==> config.mk <==
export PLATFORM = sky130hd
export DESIGN_NAME = rs485_dir_ctrl
export DESIGN_NICKNAME = d
export VERILOG_FILES = /design/src/rtl/rs485_dir_pkg.sv /design/src/rtl/rs485_dir_next.sv /design/src/rtl/rs485_dir_regs.sv /design/src/rtl/rs485_dir_ctrl.sv
export SDC_FILE = /design/constraint.sdc
export NUM_CORES = 1
export LEC_CHECK = 0
export ABC_AREA = 1
export BUFFER_PORTS_ARGS = -buffer_cell sky130_fd_sc_hd__buf_2
export CAP_MARGIN = 20
export CORE_AREA = 2 2 39 41
export DETAILED_ROUTE_END_ITERATION = 12
export DIE_AREA = 0 0 41 43
export PLACE_DENSITY = 0.35
export SYNTH_ARGS = -nofsm -noshare
export SYNTH_HDL_FRONTEND = slang
export SYNTH_HIERARCHICAL = 1
export SYNTH_SLANG_ARGS = --single-unit
==> constraint.sdc <==
create_clock -name clk -period 0.9 [get_ports clk]
set_input_delay 0.18 -clock clk [delete_from_list [all_inputs] [get_ports clk]]
set_output_delay 0.18 -clock clk [all_outputs]
set_load 0.01 [all_outputs]
==> src/rtl/rs485_dir_pkg.sv <==
package rs485_dir_pkg;

    typedef enum logic [1:0] {
        ST_LISTEN = 2'd0,
        ST_SEND   = 2'd1,
        ST_DRAIN  = 2'd2
    } dir_state_e;

    typedef struct packed {
        dir_state_e st;
        logic       drv;   // driver / transmitter on
        logic       lsn;   // receiver on
    } dir_regs_t;

    localparam dir_regs_t DIR_RESET = '{st: ST_LISTEN, drv: 1'b0, lsn: 1'b1};

endpackage

==> src/rtl/rs485_dir_next.sv <==
module rs485_dir_next
    import rs485_dir_pkg::*;
(
    input  dir_regs_t cur_q,
    input  logic      tx_avail,
    input  logic      tx_hold_empty,
    input  logic      tx_shift_done,
    output dir_regs_t nxt_d,
    output logic      load_o
);

    always_comb begin
        nxt_d  = cur_q;
        load_o = 1'b0;
        unique case (cur_q.st)
            ST_LISTEN: begin
                if (tx_avail) nxt_d.st = ST_SEND;
            end
            ST_SEND: begin
                load_o = tx_avail & tx_hold_empty;
                if (!tx_avail && tx_hold_empty) nxt_d.st = ST_DRAIN;
            end
            ST_DRAIN: begin
                if (tx_avail)           nxt_d.st = ST_SEND;
                else if (tx_shift_done) nxt_d.st = ST_LISTEN;
            end
            default: nxt_d.st = ST_LISTEN;
        endcase
        // direction bits follow the next state so that the outputs are registered
        nxt_d.drv = (nxt_d.st != ST_LISTEN);
        nxt_d.lsn = (nxt_d.st == ST_LISTEN);
    end

endmodule

==> src/rtl/rs485_dir_regs.sv <==
module rs485_dir_regs
    import rs485_dir_pkg::*;
(
    input  logic      clk,
    input  logic      rst_n,
    input  dir_regs_t nxt_d,
    output dir_regs_t cur_q
);

    always_ff @(posedge clk or negedge rst_n) begin
        if (!rst_n) cur_q <= DIR_RESET;
        else        cur_q <= nxt_d;
    end

endmodule

==> src/rtl/rs485_dir_ctrl.sv <==
module rs485_dir_ctrl
    import rs485_dir_pkg::*;
(
    input  logic clk,
    input  logic rst_n,
    input  logic tx_avail,
    input  logic tx_hold_empty,
    input  logic tx_shift_done,
    output logic tx_load,
    output logic uart_tx_en,
    output logic uart_rx_en,
    output logic xcvr_de,
    output logic xcvr_re
);

    dir_regs_t state_q;
    dir_regs_t state_d;

    rs485_dir_next u_next (
        .cur_q        (state_q),
        .tx_avail     (tx_avail),
        .tx_hold_empty(tx_hold_empty),
        .tx_shift_done(tx_shift_done),
        .nxt_d        (state_d),
        .load_o       (tx_load)
    );

    rs485_dir_regs u_regs (
        .clk  (clk),
        .rst_n(rst_n),
        .nxt_d(state_d),
        .cur_q(state_q)
    );

    assign xcvr_de    = state_q.drv;
    assign uart_tx_en = state_q.drv;
    assign xcvr_re    = state_q.lsn;
    assign uart_rx_en = state_q.lsn;


    dir_excl_chk: assert property (@(posedge clk) disable iff (!rst_n)
        !(xcvr_de && xcvr_re));


    load_gate_chk: assert property (@(posedge clk) disable iff (!rst_n)
        tx_load |-> (xcvr_de && tx_avail && tx_hold_empty));


    start_chk: assert property (@(posedge clk) disable iff (!rst_n)
        (xcvr_re && tx_avail) |=> xcvr_de);


    release_cause_chk: assert property (@(posedge clk) disable iff (!rst_n)
        $fell(xcvr_de) |-> ($past(tx_shift_done) && !$past(tx_avail)));


    release_chk: assert property (@(posedge clk) disable iff (!rst_n)
        (state_q.st == ST_DRAIN && tx_shift_done && !tx_avail) |=> xcvr_re);

endmodule

==> results.json <==
{
  "status": "finished, violations left",
  "violations": "negative setup slack",
  "overflow": 0,
  "ir_drop_uv": 362,
  "die_y_um": 43,
  "power_frac_comb_pct": 26.8,
  "die_w_um": 41,
  "dieArea_um2": 1760,
  "leakage_nw": 0.177,
  "slew_headroom_pct": 90.5,
  "hpwl_um": 315,
  "place.gp.congestion": 0.742,
  "cts_root_buffer": "clkbuf_4",
  "start_kind": "register",
  "io_buffers": 9,
  "reg_top3": "u_regs/cur_q x4",
  "via_count": 209,
  "largest_register": "u_regs/cur_q",
  "cap_violations": 0,
  "dr_wl_met2_um": 209,
  "dr.max_layer_used": "met3",
  "layout-drive-gt1-share_pct": 65.0,
  "internal_power_w": 0.000468,
  "yosysSeqAreaShare_pct": 49.1,
  "drv_slew": 0,
  "sw_frac_of_total_pct": 27.1,
  "wirelength_um": 441,
  "finalCritPeriodShare_pct": 124,
  "antenna_found_initial": 0,
  "cts_max_path_buffers": 2,
  "largest_reg_flops": 4,
  "synth_cell_types": 12,
  "final_nets": 46,
  "cts_sinks": 4,
  "hp-start": "tx_hold_empty",
  "setup_slack_ns": -0.213,
  "crit_type": "register to primary output",
  "area_growth_syn_to_layout_pct": 72.1,
  "hp-class": "input port to register",
  "yosysTopAreaCell": "dfrtp_1",
  "setup_viol": 5,
  "drt-met1-wl_um": 179,
  "finalSetupTns_ns": -0.537,
  "synth_area_per_cell_um2": 8.26,
  "synth_cells": 25,
  "n_antenna_cell": 0,
  "hold_violations": 0,
  "insertion_delay_ns": 0.24,
  "core_area_um2": 1380,
  "max_freq_mhz": 899,
  "ys_ff_latch": 4,
  "finalCriticalPeriod_ns": 1.11,
  "htree_levels": 1,
  "rr_startpoint": "u_regs/cur_q[2]",
  "crit_path_max_fanout": 2,
  "ys_warn_count": 6,
  "grt_usage_pct": 6.92,
  "critPathCaptureType": "primary output",
  "routed-wl-met3_um": 53,
  "grt_first_pass_wirelength_um": 752,
  "p_seq_share_pct": 35.2,
  "ios": 10,
  "cellPowerDensity_nw_per_um2": 1810,
  "vias_per_cell": 3.73,
  "netlist.area_leader.share_pct": 36.4,
  "cp-startpoint": "u_regs/cur_q[3]",
  "hold_depth": 4,
  "synth_area_leaders": "dfrtp_1 36%, dfstp_2 13%, nand2_2 9.1%, buf_4 7.3%, nor2_2 6.1%",
  "rsz0062_at_grt": "yes",
  "hold_end": "u_regs/cur_q[2]",
  "fin_worst_skew_ns": 0.00780,
  "cp.required_ns": 0.72,
  "remaining_drc_errors": 0,
  "ff2ff_setup_slack_ns": 0,
  "grt_pass1_vias": 205,
  "nFillCells": 153,
  "start_util_pct": 14.9,
  "syn_nets": 30,
  "clockPowerShare_pct": 38.0,
  "r2r-end": "u_regs/cur_q[1]",
  "rows": 14,
  "drt_iter0_markers": 0,
  "ff2ff_path_depth": 5,
  "wl_per_cell_um": 7.88,
  "clk_pin_slew_ns": 0.04,
  "worst_slew_pin_slew_ns": 0.142,
  "ant_nets": 0,
  "tritoncts": "done",
  "synthesis.area_um2": 206,
  "numCtsBuffers": 3,
  "crit_arrival_ns": 0.93,
  "dp_slack_ns": 0.0193,
  "switchingPower_w": 0.000174,
  "grt_max_degree": 5,
  "dr.pass1.iters": 1
}
per-layer routing:
metal	vias to the layer above	GRT usage, %
met1	95	6.73
met2	10	9.38
li1	104	-
met5	-	0
met3	0	3.14
met4	0	8.00
worst max path at each step:
stage | to | slack [ns] | depth (start not counted)
after floorplan | tx_load | 0.07 | 3
after global placement | tx_load | 0.01 | 3
after detailed placement | tx_load | 0.02 | 4
after CTS | tx_load | -0.23 | 4
after global routing | tx_load | -0.26 | 4
final | tx_load | -0.21 | 4
area by class of cell:
| class | instances | area, µm² | area share (%) |
|---|---|---|---|
| Clock buffer | 4 | 26.3 | 7.39 |
| Inverter | 4 | 15.0 | 4.23 |
| Tap cell | 16 | 20.0 | 5.63 |
| Multi-Input combinational cell | 15 | 92.6 | 26.1 |
| Sequential cell | 4 | 101 | 28.5 |
| Timing Repair Buffer | 13 | 100 | 28.2 |
synthesized netlist by cell type, drive strengths merged:
master  number
nand3        2
nand2        6
nor2         5
buf          2
o21ai        1
dfrtp        3
inv          4
dfstp        1
nand4        1
repair_timing:
item,CTS,global route
hold endpoints to repair,4,0
setup buffers,2,0
gates resized for setup,5,5
hold buffers,1,0
setup endpoints to repair,5,9
pin swaps,0,0
cells in the final DEF, fill, tap and decap left out:
cell type      instances
nand3_1                2
dlygate4sd3_1          1
clkbuf_1               1
inv_2                  2
nand2_1                2
clkbuf_4               3
nor2_1                 1
buf_4                  2
buf_6                  4
buf_2                  6
dfrtp_1                3
inv_1                  2
nor2_4                 2
nor2_2                 2
nand4_1                1
nand2_2                4
dfstp_2                1
o21ai_1                1
critical path, stage by stage (launching register included):
cell,delay [ns]
dfrtp_1,0.39
inv_2,0.06
nand2_1,0.04
nor2_1,0.07
buf_2,0.13
through the flow:
step                instance area, µm²  power, W  hold WS, ns  util, %  std cells
detailed placement                 264  0.000339      -0.0103     19.1         49
floorplan                          206  0.000303       -0.116        -         25
global placement                   264  0.000340     -0.00917     19.1         49
CTS                                335  0.000637        0.234     24.2         56
global route                       355  0.000694        0.251     25.7         56
finish                             355  0.000642        0.244     25.7         56
power groups by stage:
| stage | registers [W] | logic, W | clock network (W) |
|---|---|---|---|
| global placement | 0.000226 | 0.000115 | 0 |
| global route | 0.000230 | 0.000191 | 0.000272 |
| CTS | 0.000223 | 0.000156 | 0.000258 |
| detailed placement | 0.000225 | 0.000114 | 0 |
| finish | 0.000226 | 0.000172 | 0.000244 |
| floorplan | 0.000233 | 0.0000707 | 0 |
cells by family after synthesis:
| family | after synthesis | share of synthesized area [%] |
|---|---|---|
| buffers and inverters | 6 | 14.5 |
| AOI/OAI and AO/OA | 1 | 2.42 |
| and+or+nand+nor | 14 | 33.9 |
| DFF | 4 | 49.1 |
No activity file was read; power rests on OpenSTA's default activity.
